===== src/rtl/divPkg.sv =====
package divPkg;
  typedef enum logic [1:0] {
    ST_IDLE  = 2'd0,
    ST_SETUP = 2'd1,
    ST_ITER  = 2'd2,
    ST_FIX   = 2'd3
  } divState_e;

  // strobes issued by the control to the datapath
  typedef struct packed {
    logic capture;     // latch operands and op select
    logic init;        // load magnitudes into the core
    logic step;        // one restoring iteration
    logic finNormal;   // publish sign-fixed core result
    logic finSpecial;  // publish fixed zero-divisor / overflow result
    logic finReuse;    // publish saved remainder
  } divStrobes_t;
endpackage


===== src/rtl/divControl.sv =====
module divControl
  import divPkg::*;
#(
  parameter int WIDTH = 32
) (
  input  logic        clk,
  input  logic        rstN,
  input  logic        start,
  input  logic        isSpecial,
  input  logic        reuseHit,
  output divStrobes_t strobes,
  output logic        busy,
  output logic        done
);
  localparam int CNT_W = $clog2(WIDTH);
  localparam logic [CNT_W-1:0] LAST_STEP = CNT_W'(WIDTH - 1);

  divState_e state;
  logic [CNT_W-1:0] count;

  always_comb begin
    strobes = '0;
    unique case (state)
      ST_IDLE:  strobes.capture = start;
      ST_SETUP: begin
        strobes.finReuse   = reuseHit;
        strobes.finSpecial = !reuseHit && isSpecial;
        strobes.init       = !reuseHit && !isSpecial;
      end
      ST_ITER:  strobes.step = 1'b1;
      ST_FIX:   strobes.finNormal = 1'b1;
      default:  strobes = '0;
    endcase
  end

  assign busy = (state != ST_IDLE);

  always_ff @(posedge clk) begin
    if (!rstN) begin
      state <= ST_IDLE;
      count <= '0;
      done  <= 1'b0;
    end else begin
      done <= strobes.finNormal | strobes.finSpecial | strobes.finReuse;
      unique case (state)
        ST_IDLE:  if (start) state <= ST_SETUP;
        ST_SETUP: begin
          count <= '0;
          state <= strobes.init ? ST_ITER : ST_IDLE;
        end
        ST_ITER: begin
          count <= count + 1'b1;
          if (count == LAST_STEP) state <= ST_FIX;
        end
        ST_FIX:   state <= ST_IDLE;
        default:  state <= ST_IDLE;
      endcase
    end
  end

  assert_done_pulse_R10: assert property (@(posedge clk) disable iff (!rstN)
    done |=> !done);

  assert_busy_done_excl_R6: assert property (@(posedge clk) disable iff (!rstN)
    !(busy && done));

  assert_fix_after_iter_R6: assert property (@(posedge clk) disable iff (!rstN)
    (state == ST_ITER && count == LAST_STEP) |=> (state == ST_FIX));

  assert_start_ignored_R9: assert property (@(posedge clk) disable iff (!rstN)
    (busy && start) |=> (state != ST_SETUP));
endmodule


===== src/rtl/divDatapath.sv =====
module divDatapath
  import divPkg::*;
#(
  parameter int WIDTH = 32
) (
  input  logic             clk,
  input  logic             rstN,
  input  divStrobes_t      strobes,
  input  logic [1:0]       opSel,
  input  logic [WIDTH-1:0] dividend,
  input  logic [WIDTH-1:0] divisor,
  output logic             isSpecial,
  output logic             reuseHit,
  output logic [WIDTH-1:0] result
);
  localparam logic [WIDTH-1:0] MOST_NEG = {1'b1, {(WIDTH-1){1'b0}}};
  localparam logic [WIDTH-1:0] ALL_ONES = '1;

  logic [WIDTH-1:0] aReg, bReg;
  logic             sgnReg, remOpReg;
  logic [WIDTH-1:0] magB, remAcc, quoAcc;
  logic             negQ, negR;
  logic [WIDTH-1:0] lastA, lastB, savedRem;
  logic             lastSgn, lastValid;

  logic             zeroDiv, overflow;
  logic [WIDTH-1:0] magA, magBNext;
  logic [WIDTH:0]   shifted, diff;
  logic [WIDTH-1:0] fixQ, fixR, spQ, spR, finalQ, finalR;
  logic             finishAny;

  assign zeroDiv   = (bReg == '0);
  assign overflow  = sgnReg && (aReg == MOST_NEG) && (bReg == ALL_ONES);
  assign isSpecial = zeroDiv || overflow;
  assign reuseHit  = remOpReg && lastValid && (lastA == aReg) &&
                     (lastB == bReg) && (lastSgn == sgnReg);

  assign magA     = (sgnReg && aReg[WIDTH-1]) ? -aReg : aReg;
  assign magBNext = (sgnReg && bReg[WIDTH-1]) ? -bReg : bReg;

  assign shifted = {remAcc, quoAcc[WIDTH-1]};
  assign diff    = shifted - {1'b0, magB};

  assign fixQ   = negQ ? -quoAcc : quoAcc;
  assign fixR   = negR ? -remAcc : remAcc;
  assign spQ    = zeroDiv ? ALL_ONES : aReg;
  assign spR    = zeroDiv ? aReg : '0;
  assign finalQ = strobes.finSpecial ? spQ : fixQ;
  assign finalR = strobes.finSpecial ? spR : fixR;
  assign finishAny = strobes.finNormal | strobes.finSpecial | strobes.finReuse;

  always_ff @(posedge clk) begin
    if (!rstN) begin
      aReg <= '0; bReg <= '0; sgnReg <= 1'b0; remOpReg <= 1'b0;
      magB <= '0; remAcc <= '0; quoAcc <= '0; negQ <= 1'b0; negR <= 1'b0;
      lastA <= '0; lastB <= '0; lastSgn <= 1'b0; lastValid <= 1'b0;
      savedRem <= '0; result <= '0;
    end else begin
      if (strobes.capture) begin
        aReg     <= dividend;
        bReg     <= divisor;
        sgnReg   <= opSel[1];
        remOpReg <= opSel[0];
      end
      if (strobes.init) begin
        magB   <= magBNext;
        remAcc <= '0;
        quoAcc <= magA;
        negQ   <= sgnReg && (aReg[WIDTH-1] ^ bReg[WIDTH-1]);
        negR   <= sgnReg && aReg[WIDTH-1];
      end
      if (strobes.step) begin
        if (!diff[WIDTH]) begin
          remAcc <= diff[WIDTH-1:0];
          quoAcc <= {quoAcc[WIDTH-2:0], 1'b1};
        end else begin
          remAcc <= shifted[WIDTH-1:0];
          quoAcc <= {quoAcc[WIDTH-2:0], 1'b0};
        end
      end
      if (strobes.finReuse) begin
        result    <= savedRem;
        lastValid <= 1'b0;
      end else if (strobes.finNormal || strobes.finSpecial) begin
        result    <= remOpReg ? finalR : finalQ;
        lastValid <= !remOpReg;
        if (!remOpReg) begin
          lastA    <= aReg;
          lastB    <= bReg;
          lastSgn  <= sgnReg;
          savedRem <= finalR;
        end
      end
    end
  end

  // restoring invariant: partial remainder stays below the divisor magnitude
  assert_partial_rem_R2: assert property (@(posedge clk) disable iff (!rstN)
    (strobes.step && magB != '0) |=> (remAcc < magB));

  assert_result_hold_R10: assert property (@(posedge clk) disable iff (!rstN)
    !finishAny |=> $stable(result));

  assert_one_finish_R7: assert property (@(posedge clk) disable iff (!rstN)
    $countones({strobes.finNormal, strobes.finSpecial, strobes.finReuse}) <= 1);
endmodule


===== src/rtl/intDivider.sv =====
module intDivider
  import divPkg::*;
#(
  parameter int WIDTH = 32
) (
  input  logic             clk,
  input  logic             rstN,
  input  logic             start,
  input  logic [1:0]       opSel,
  input  logic [WIDTH-1:0] dividend,
  input  logic [WIDTH-1:0] divisor,
  output logic             busy,
  output logic             done,
  output logic [WIDTH-1:0] result
);
  divStrobes_t strobes;
  logic        isSpecial;
  logic        reuseHit;

  divControl #(.WIDTH(WIDTH)) u_control (
    .clk(clk), .rstN(rstN), .start(start),
    .isSpecial(isSpecial), .reuseHit(reuseHit),
    .strobes(strobes), .busy(busy), .done(done)
  );

  divDatapath #(.WIDTH(WIDTH)) u_datapath (
    .clk(clk), .rstN(rstN), .strobes(strobes),
    .opSel(opSel), .dividend(dividend), .divisor(divisor),
    .isSpecial(isSpecial), .reuseHit(reuseHit), .result(result)
  );
endmodule


===== config.mk =====
export PLATFORM = sky130hd
export DESIGN_NAME = intDivider
export DESIGN_NICKNAME = d
export VERILOG_FILES = /design/src/rtl/divPkg.sv /design/src/rtl/divControl.sv /design/src/rtl/divDatapath.sv /design/src/rtl/intDivider.sv
export SDC_FILE = /design/constraint.sdc
export NUM_CORES = 1
export LEC_CHECK = 0
export BUFFER_PORTS_ARGS = -buffer_cell sky130_fd_sc_hd__buf_2
export CAP_MARGIN = 20
export CORE_UTILIZATION = 56
export CTS_BUF_LIST = sky130_fd_sc_hd__clkbuf_4
export DETAILED_ROUTE_END_ITERATION = 10
export PLACE_DENSITY = 0.86
export SLEW_MARGIN = 15
export SYNTH_ARGS = -nofsm -noshare
export SYNTH_HDL_FRONTEND = slang
export SYNTH_SLANG_ARGS = --single-unit

===== constraint.sdc =====
create_clock -name clk -period 4 [get_ports clk]
set_input_delay 0.6 -clock clk [delete_from_list [all_inputs] [get_ports clk]]
set_output_delay 0.6 -clock clk [all_outputs]
set_load 0.1 [all_outputs]

Word-level counts from Yosys, hierarchy flattened
Index checks and enable logic that the tools add are counted.
Word-level totals
  bits in registers: 302
  output and inout bits: 34
  word-level logic and storage cells: 93
Cells by class
  add/subtract/negate cells: 6
  equal/unequal tests: 11
  reductions and logical operators: 25
  bitwise gates (word level): 6
  muxes and demuxes: 27
Operators by type and width (number)
  32-bit 2-to-1 mux: 16
  32-bit negation: 4
  32-bit == test: 2
  32-bit == test (second input constant): 2
  33-bit by 32-bit subtractor with 33-bit output: 1
  32-bit logical NOT: 1
  1-bit logical AND: 11
  5-bit case mux with 2 select lines: 1
  2-bit 2-to-1 mux: 4
  2-bit case mux with 4 select lines: 1
  2-bit nonzero test: 4
  5-bit by 1-bit adder with 5-bit output (second input constant): 1
  5-bit == test (second input constant): 1
  1-bit 2-to-1 mux: 5
  2-bit == test (second input constant): 2
  1-bit logical NOT: 3
  1-bit NOT: 3
  3-bit AND reduction: 1
  2-bit by 1-bit == test with 1-bit output (second input constant): 1
  2-bit logical NOT: 1
  1-bit logical OR: 2
  2-bit by 1-bit inequality test with 1-bit output (second input constant): 1
  2-bit inequality test (second input constant): 1
  1-bit OR: 2
  4 further kinds: 4

Logic depth before layout (Yosys ltp)
Gate-level depths: netlist of run 1.
  depth in word-level cells: 11
  gate-level depth with buffers: 15

By module
A second synthesis of run 1 with hierarchy kept.
Unflattened totals
  cell total of the unflattened synthesis: 2312
  area, all modules: 18511.5 µm²
Modules (own cells, without submodules)
  divDatapath: cells each 2261, area an instance 17993.5 µm², sequential area each 5885.6 µm², instances 1
  divControl: cells each 51, area an instance 518.0 µm², sequential area each 160.2 µm², instances 1

Worst setup path after synthesis of run 1
OpenSTA, ideal clock, no wires.
  path kind: register to register
  from: reg u_datapath.bReg[0]
  to: reg u_datapath.result[18]
  arrival: 3251 ps
  path slack: 625 ps
  path buffers: 3
  clock period less this slack: 3375 ps
  library setup time: 125 ps
  stages on the path, launching flop included: 15
  cells stage by stage: dfxtp_1 -> inv_1 -> ha_1 -> or3b_1 -> or3_4 -> or4_1 -> buf_2 -> o32ai_4 -> o211a_1 -> buf_4 -> buf_6 -> nor3b_4 -> o21bai_1 -> mux2i_1 -> o2bb2ai_1
On the way
  word-level cells in the longest chain between the ends: 10
Ends and longest elaborated chain
  start: declaration: RTL line divDatapath.sv:19  | logic [WIDTH-1:0] aReg, bReg;
  start signal: assignment: RTL line divDatapath.sv:61  | bReg <= divisor;
  32-bit == test: RTL line divDatapath.sv:36  | (lastB == bReg) && (lastSgn == sgnReg);
  1-bit logical AND: RTL line divDatapath.sv:35  | assign reuseHit = remOpReg && lastValid && (lastA == aReg) &&
  1-bit logical AND: RTL line divDatapath.sv:36
  1-bit logical NOT: RTL line divControl.sv:27  | strobes.finSpecial = !reuseHit && isSpecial;
  1-bit logical AND: RTL line divControl.sv:27
  2-bit 2-to-1 mux: RTL line divControl.sv:23  | unique case (state)
  32-bit 2-to-1 mux, on equally long branches: RTL line divDatapath.sv:48, divDatapath.sv:49
  32-bit 2-to-1 mux: RTL line divDatapath.sv:85  | result <= remOpReg ? finalR : finalQ;
  32-bit 2-to-1 mux: RTL line divDatapath.sv:84  | end else if (strobes.finNormal || strobes.finSpecial) begin
  32-bit 2-to-1 mux: RTL line divDatapath.sv:81  | if (strobes.finReuse) begin
  end signal: assignment: RTL line divDatapath.sv:82  | result <= savedRem;
  end signal: assignment: RTL line divDatapath.sv:85
  end: declaration: RTL line divDatapath.sv:14  | output logic [WIDTH-1:0] result
Several ways; a longest one is shown, not always the timed one. The select of a mux whose other input is x is not followed.
A chain may end at the register's enable or synchronous reset.

Worst setup path after layout of run 1
  from: reg u_datapath.bReg[1]
  to: reg u_datapath.result[27]
The elaborated chain is that of the path after synthesis.

==> reports/qor.yml, run 1 <==
status:
  status: "complete, no violations"
cts:
  cts_tree: "built"
  h-tree-depth: 3
  clock-root-buffer: "clkbuf_4"
  postCtsSetupRepairBufs: 0
  cts_resized: 0
  clk_latency_ps: 790
  cts_buffer_depth: 3
  cts_buffers: 84
  clock_sink_count: 302
  holdBufCountCts: 0
  clk_pin_slew_ps: 70
global_routing:
  gr-usage-all-layers_pct: 33.1
  grt.overflow.total: 0
  grt_max_degree: 151
  antenna_found_initial: 1
  first_global_vias: 15780
  grt_pass1_wl_um: 82600
layout:
  layout.nets: 2485
  regArea_um2: 6050
  fin_util_pct: 63.4
  final_cell_mix: "nand2_1, dfxtp_1, a21oi_1"
  finalNonFillerCells: 2830
  multi_input_area_um2: 10300
  n_fill_cell: 2664
  syn2layout_area_growth_pct: 11.6
  final_common_cell: "nand2_1"
  final_layout_size_suffix_gt1_share_pct: 13.9
timing:
  layout_min_cycle_time_ps: 3820
  fin_crit_sh_pct: 95.6
  finalHoldViolCount: 0
  grt_setup_unrepaired: "no"
  worst_pin_slew_ps: 1000
  report.final.slew_viol_count: 0
  tns_ps: 0
  setup_viol: 0
  worst_slack_ps: 177
  relSlewSlack_pct: 33.1
  fin_skew_ps: 78.0
  fmax_ghz: 0.262
floorplanning:
  rows: 64
  die_x_um: 178
  die_y_um: 178
  core_um2: 30600
  ios: 103
  start_util_pct: 56.8
  dieArea_um2: 31700
placement:
  dp_hpwl_um: 38000
  dp.cells: 2680
  dp_worst_setup_slack_ps: 219
  gp_congestion: 0.964
  portBuffers: 102
detailed_routing:
  via_per_inst: 6.13
  routedWlPerCell_um: 18.7
  ant_nets: 0
  drt_first_pass_iters: 6
  remaining_drc_errors: 0
  drt-total-wl_um: 52900
  vias: 17339
  drtIter0Drc: 1822
synth:
  yosys-top-cells-area: "dfxtp_1, nand2_1, a21oi_1, xnor2_1, xor2_1"
  ys_warn_count: 0
  async_reset_ff_share_pct: 0
  synth_edf_count: 0
  syn_inst: 2305
  synth_seq_cells: 302
  ys_seq_area_share_pct: 34.8
  yosys.area.top_type: "dfxtp_1"
  synth_fp_nets: 2419
  yosys.area.top_type_share_pct: 34.8
  synth_ff_type: "dfxtp_1"
  syn_avg_cell_area_um2: 7.54
  yosysUniqueCellTypes: 71
  syn_area_um2: 17400
min_path:
  hp-class: "input port to register"
power:
  ir_drop_uv: 509
  total_power_mw: 8.59
  leakage_nw: 7.66
  cellPowerDensity_nw_per_um2: 443
worst_setup_path:
  critPathSlowestCell: "or4_1"
  cp_common_cell: "inv_1"
  worst_setup_path_end_kind: "register"
  critPathRequiredTime_ps: 4660
  critical_path.cell_chain: "inv_1, ha_1, or3b_1, or3_4, or4_1, o32ai_4, a21oi_2, nor2_1, inv_1, nor2_2, a32o_1"
  slowest_delay_ps: 620
  crit_path_start_kind: "register"
  critPathMaxFanout: 9
  path_class: "register to register"
  cp.arrival_ps: 4480
flow_run:
  drv_cap: 0
-- path summary, 6_finish.rpt --
check        slack [ps]  depth (start not counted)                                   end                                 start
max                 180                         11    u_datapath.result[27]$_SDFFE_PN0P_       u_datapath.bReg[1]$_SDFFE_PN0P_
min                  50                          3       u_datapath.bReg[4]$_SDFFE_PN0P_                            divisor[4]
max reg2reg         180                         11    u_datapath.result[27]$_SDFFE_PN0P_       u_datapath.bReg[1]$_SDFFE_PN0P_
min reg2reg         460                          2  u_datapath.savedRem[11]$_SDFFE_PN0P_  u_datapath.savedRem[11]$_SDFFE_PN0P_
-- layer usage --
layer  up-vias  track usage [%]  wire length, um  part of all wire, %
met4         0             17.1             2360                  4.5
li1       8240                -                -                    -
met5         -                0                0                    0
met3       152             6.95             5360                   10
met2       914             51.9            23700                   45
met1      8033             42.9            21500                   41
-- sequential cells by signal, summed over array words and instances (netlist names), named ones only --
register / cells
u_datapath.sgnReg: 1
u_datapath.savedRem: 32
u_datapath.bReg: 32
u_datapath.lastA: 32
u_datapath.negQ: 1
u_datapath.negR: 1
u_datapath.aReg: 32
u_control.state: 1
u_datapath.result: 32
u_datapath.remAcc: 32
u_datapath.lastSgn: 1
u_control.count: 5
u_datapath.lastValid: 1
u_datapath.remOpReg: 1
u_control.done: 1
u_datapath.quoAcc: 32
u_datapath.lastB: 32
u_datapath.magB: 32
-- power breakdown --
| part | total, mW | switching, mW | internal, mW |
|---|---|---|---|
| registers | 3.49 | 0.280 | 3.21 |
| logic | 2.18 | 1.35 | 0.833 |
| clock network | 2.91 | 1.38 | 1.54 |
-- per-stage QoR --
stage | hold WS [ps] | instance area, um2
finish | 45.6 | 19400
global route | 56.8 | 19400
CTS | 31.0 | 19400
detailed placement | 448 | 18300
global placement | 443 | 18300
floorplan | 436 | 17400
-- critical path: cells and delay by family, from the launching register on --
family	cells	cell delay [ps]
simple gates	5	2130
compound gates	3	850
flops	1	310
buf+inv	2	240
fa+ha+maj	1	170
-- synthesized netlist by cell type, types with 4 or more instances --
cell type and instances:
nand2_1 409, dfxtp_1 302, a21oi_1 253, clkbuf_1 165, nor2_1 161, xnor2_1 97, o21ai_0 93, xor2_1 84
inv_1 75, a22oi_1 54, a211oi_1 45, ha_1 44, nor2b_1 44, nor3_1 40, o211ai_1 36, a21o_1 35
nor4_1 33, o31ai_1 30, nand4_1 26, nand2b_1 24, or4_1 22, nand3_1 19, a31oi_1 18, o41ai_1 16
buf_2 15, or3_1 15, mux2i_1 12, o21ai_1 11, o22ai_1 10, buf_1 9, a22o_1 8, o21a_1 8
or2_2 8, a2111oi_0 6, a32o_1 6, buf_4 6, o221ai_1 5, a211o_1 4, o211a_1 4, o21bai_1 4
o2bb2ai_1 4
-- layout make-up --
cell class / count / area share [%]
Sequential cell: 302 / 31.2
Multi-Input combinational cell: 1731 / 53.1
Antenna cell: 2 / 0.0258
Clock buffer: 123 / 4.76
Clock inverter: 24 / 0.832
Tap cell: 396 / 2.55
Timing Repair Buffer: 177 / 6.02
Inverter: 75 / 1.49
-- cell families after synthesis --
group | Yosys count | share of synthesized area, %
AOI/OAI and AO/OA | 669 | 24.4
buffers and inverters | 272 | 6.20
and+or+nand+nor | 824 | 21.5
muxes | 12 | 0.691
xor gates and xnor gates | 181 | 9.12
DFF | 302 | 34.8
adders and majority gates | 45 | 3.28
(Power assumes the default switching activity.)
==> inputs of run 2 (changes only) <==
ABC_AREA = 1   (was unset)
==> run 2 against run 1 <==
Effect of this change:
- global-route usage up 5.4 points
- combinational power grew to 3.4 times the previous value
- synthesized area increased by 11%
- critical path type unchanged
- fmax grew 6.5%
- sequential cell count did not move
- cell count grew 30%
==> reports/qor.yml, run 2 <==
global_routing:
  first_global_vias: 19499
  antenna_found_initial: 3
  grt.overflow.total: 0
  grt_max_degree: 133
  gr-usage-all-layers_pct: 38.5
  grt_pass1_wl_um: 106000
placement:
  gp_congestion: 1.03
  portBuffers: 102
  dp_worst_setup_slack_ps: 522
  dp_hpwl_um: 51500
worst_setup_path:
  cp.arrival_ps: 4310
  slowest_delay_ps: 430
  path_class: "register to register"
  critPathRequiredTime_ps: 4720
  critPathMaxFanout: 29
  cp_common_cell: "nand2_1"
  critical_path.cell_chain: "inv_1, ha_1, inv_1, nor3_2, nand2_1, nor2_4, nand3_1, nor2_1, nand2_1, nand2_4, inv_1, nand2_1, buf_4, nand2_1, inv_2, buf_4, nand2_1, a21oi_1"
  crit_path_start_kind: "register"
  worst_setup_path_end_kind: "register"
  critPathSlowestCell: "inv_2"
cts:
  clock-root-buffer: "clkbuf_4"
  clock_sink_count: 302
  holdBufCountCts: 1
  cts_buffer_depth: 3
  cts_tree: "built"
  postCtsSetupRepairBufs: 0
  cts_buffers: 85
  cts_resized: 0
  clk_pin_slew_ps: 60
  clk_latency_ps: 870
  h-tree-depth: 3
flow_run:
  drv_cap: 0
synth:
  synth_seq_cells: 302
  ys_warn_count: 0
  synth_fp_nets: 3200
  ys_seq_area_share_pct: 31.3
  netlist_top_cells_count: "nand2_1, inv_1, a21oi_1"
  syn_area_um2: 19300
  yosysMostFrequentCell: "nand2_1"
  synth_edf_count: 0
  syn_inst: 3086
  syn_avg_cell_area_um2: 6.27
  yosys.area.top_type_share_pct: 31.3
  yosys.area.top_type: "dfxtp_1"
  async_reset_ff_share_pct: 0
  yosysUniqueCellTypes: 48
  yosys-top-cells-area: "dfxtp_1, nand2_1, a21oi_1, o21ai_0, inv_1"
  synth_ff_type: "dfxtp_1"
timing:
  fmax_ghz: 0.278
  setup_viol: 0
  tns_ps: 0
  report.final.slew_viol_count: 0
  worst_pin_slew_ps: 754
  layout_min_cycle_time_ps: 3590
  relSlewSlack_pct: 49.7
  worst_slack_ps: 409
  fin_crit_sh_pct: 89.8
  fin_skew_ps: 76.1
  finalHoldViolCount: 0
  grt_setup_unrepaired: "no"
layout:
  layout.nets: 3266
  final_common_cell: "nand2_1"
  final_cell_mix: "nand2_1, inv_1, a21oi_1"
  syn2layout_area_growth_pct: 9.12
  n_fill_cell: 3231
  final_layout_size_suffix_gt1_share_pct: 9.52
detailed_routing:
  vias: 21121
  ant_nets: 0
  drtIter0Drc: 2646
  drt_first_pass_iters: 6
  remaining_drc_errors: 0
  via_per_inst: 5.76
  drt-total-wl_um: 68100
  routedWlPerCell_um: 18.6
floorplanning:
  rows: 67
  start_util_pct: 57.2
  die_y_um: 188
  core_um2: 33800
  ios: 103
  die_x_um: 188
  dieArea_um2: 35300
min_path:
  hp-class: "input port to register"
power:
  cellPowerDensity_nw_per_um2: 692
  ir_drop_uv: 367
  leakage_nw: 9.99
status:
  status: "complete, no violations"
-- run 2: area by class of cell --
| class | count | area [um2] | share of cell area (%) |
|---|---|---|---|
| Inverter | 334 | 1250 | 5.94 |
| Clock buffer | 126 | 946 | 4.48 |
| Antenna cell | 4 | 10.0 | 0.0474 |
| Timing Repair Buffer | 135 | 813 | 3.85 |
| Clock inverter | 22 | 140 | 0.664 |
| Multi-Input combinational cell | 2294 | 11300 | 53.7 |
| Tap cell | 448 | 561 | 2.66 |
| Sequential cell | 302 | 6050 | 28.7 |
-- run 2: worst paths after layout --
| check | from | slack (ps) | to | cells after the start |
|---|---|---|---|---|
| worst max register to register | u_datapath.aReg[1]$_SDFFE_PN0P_ | 410 | u_datapath.remAcc[29]$_SDFFE_PN0P_ | 18 |
| worst min-delay path | dividend[6] | 30 | u_datapath.aReg[6]$_SDFFE_PN0P_ | 3 |
| worst min register to register | u_datapath.magB[6]$_SDFFE_PN0P_ | 460 | u_datapath.magB[6]$_SDFFE_PN0P_ | 2 |
| worst max-delay path | u_datapath.aReg[1]$_SDFFE_PN0P_ | 410 | u_datapath.remAcc[29]$_SDFFE_PN0P_ | 18 |
-- run 2: kinds of logic (layout without fill, tap and decap cells) --
| kind of cell | count (synthesis) | in the layout | synth area share [%] |
|---|---|---|---|
| adders and majority gates | 45 | 45 | 2.95 |
| buffers and inverters | 490 | 617 | 10.2 |
| DFF | 302 | 302 | 31.3 |
| and+or+nand+nor | 1465 | 1465 | 31.8 |
| other | 0 | 4 | 0 |
| AOI/OAI and AO/OA | 654 | 654 | 17.9 |
| xor gates and xnor gates | 130 | 130 | 5.89 |
-- run 2: stage by stage --
step / hold slack, ps / area, um2 / instances / util (%) / power (mW)
after global placement: 444 / 20000 / 3512 / 59.2 / 11.4
after global routing: 15.1 / 21100 / 3664 / 62.5 / 15.6
final: 32.6 / 21100 / 3665 / 62.5 / 14.6
after detailed placement: 454 / 20000 / 3512 / 59.2 / 11.5
after CTS: 7.66 / 21100 / 3661 / 62.4 / 14.4
after floorplan: 430 / 19300 / 3086 / - / 9.42
-- run 2: routing by layer --
| layer | vias to the layer above | track usage [%] | wire length, um |
|---|---|---|---|
| li1 | 10187 | - | - |
| met1 | 9636 | 52.2 | 29300 |
| met2 | 1112 | 58.7 | 29500 |
| met3 | 184 | 7.22 | 6370 |
| met4 | 2 | 18.6 | 2950 |
| met5 | - | 0 | 13 |
-- run 2: critical path, delay by kind of cell (launching register included) --
family | cells | cell delay (ps)
simple gates | 10 | 1430
buf+inv | 6 | 1300
flops | 1 | 340
fa+ha+maj | 1 | 230
compound gates | 1 | 150
-- run 2: where the power goes --
group          internal [mW]  total, mW  switching [mW]
Combinational           2.16       7.33            5.17
Sequential              3.60       4.32           0.722
Clock                   1.51       2.94            1.43
Total                   7.27       14.6            7.33
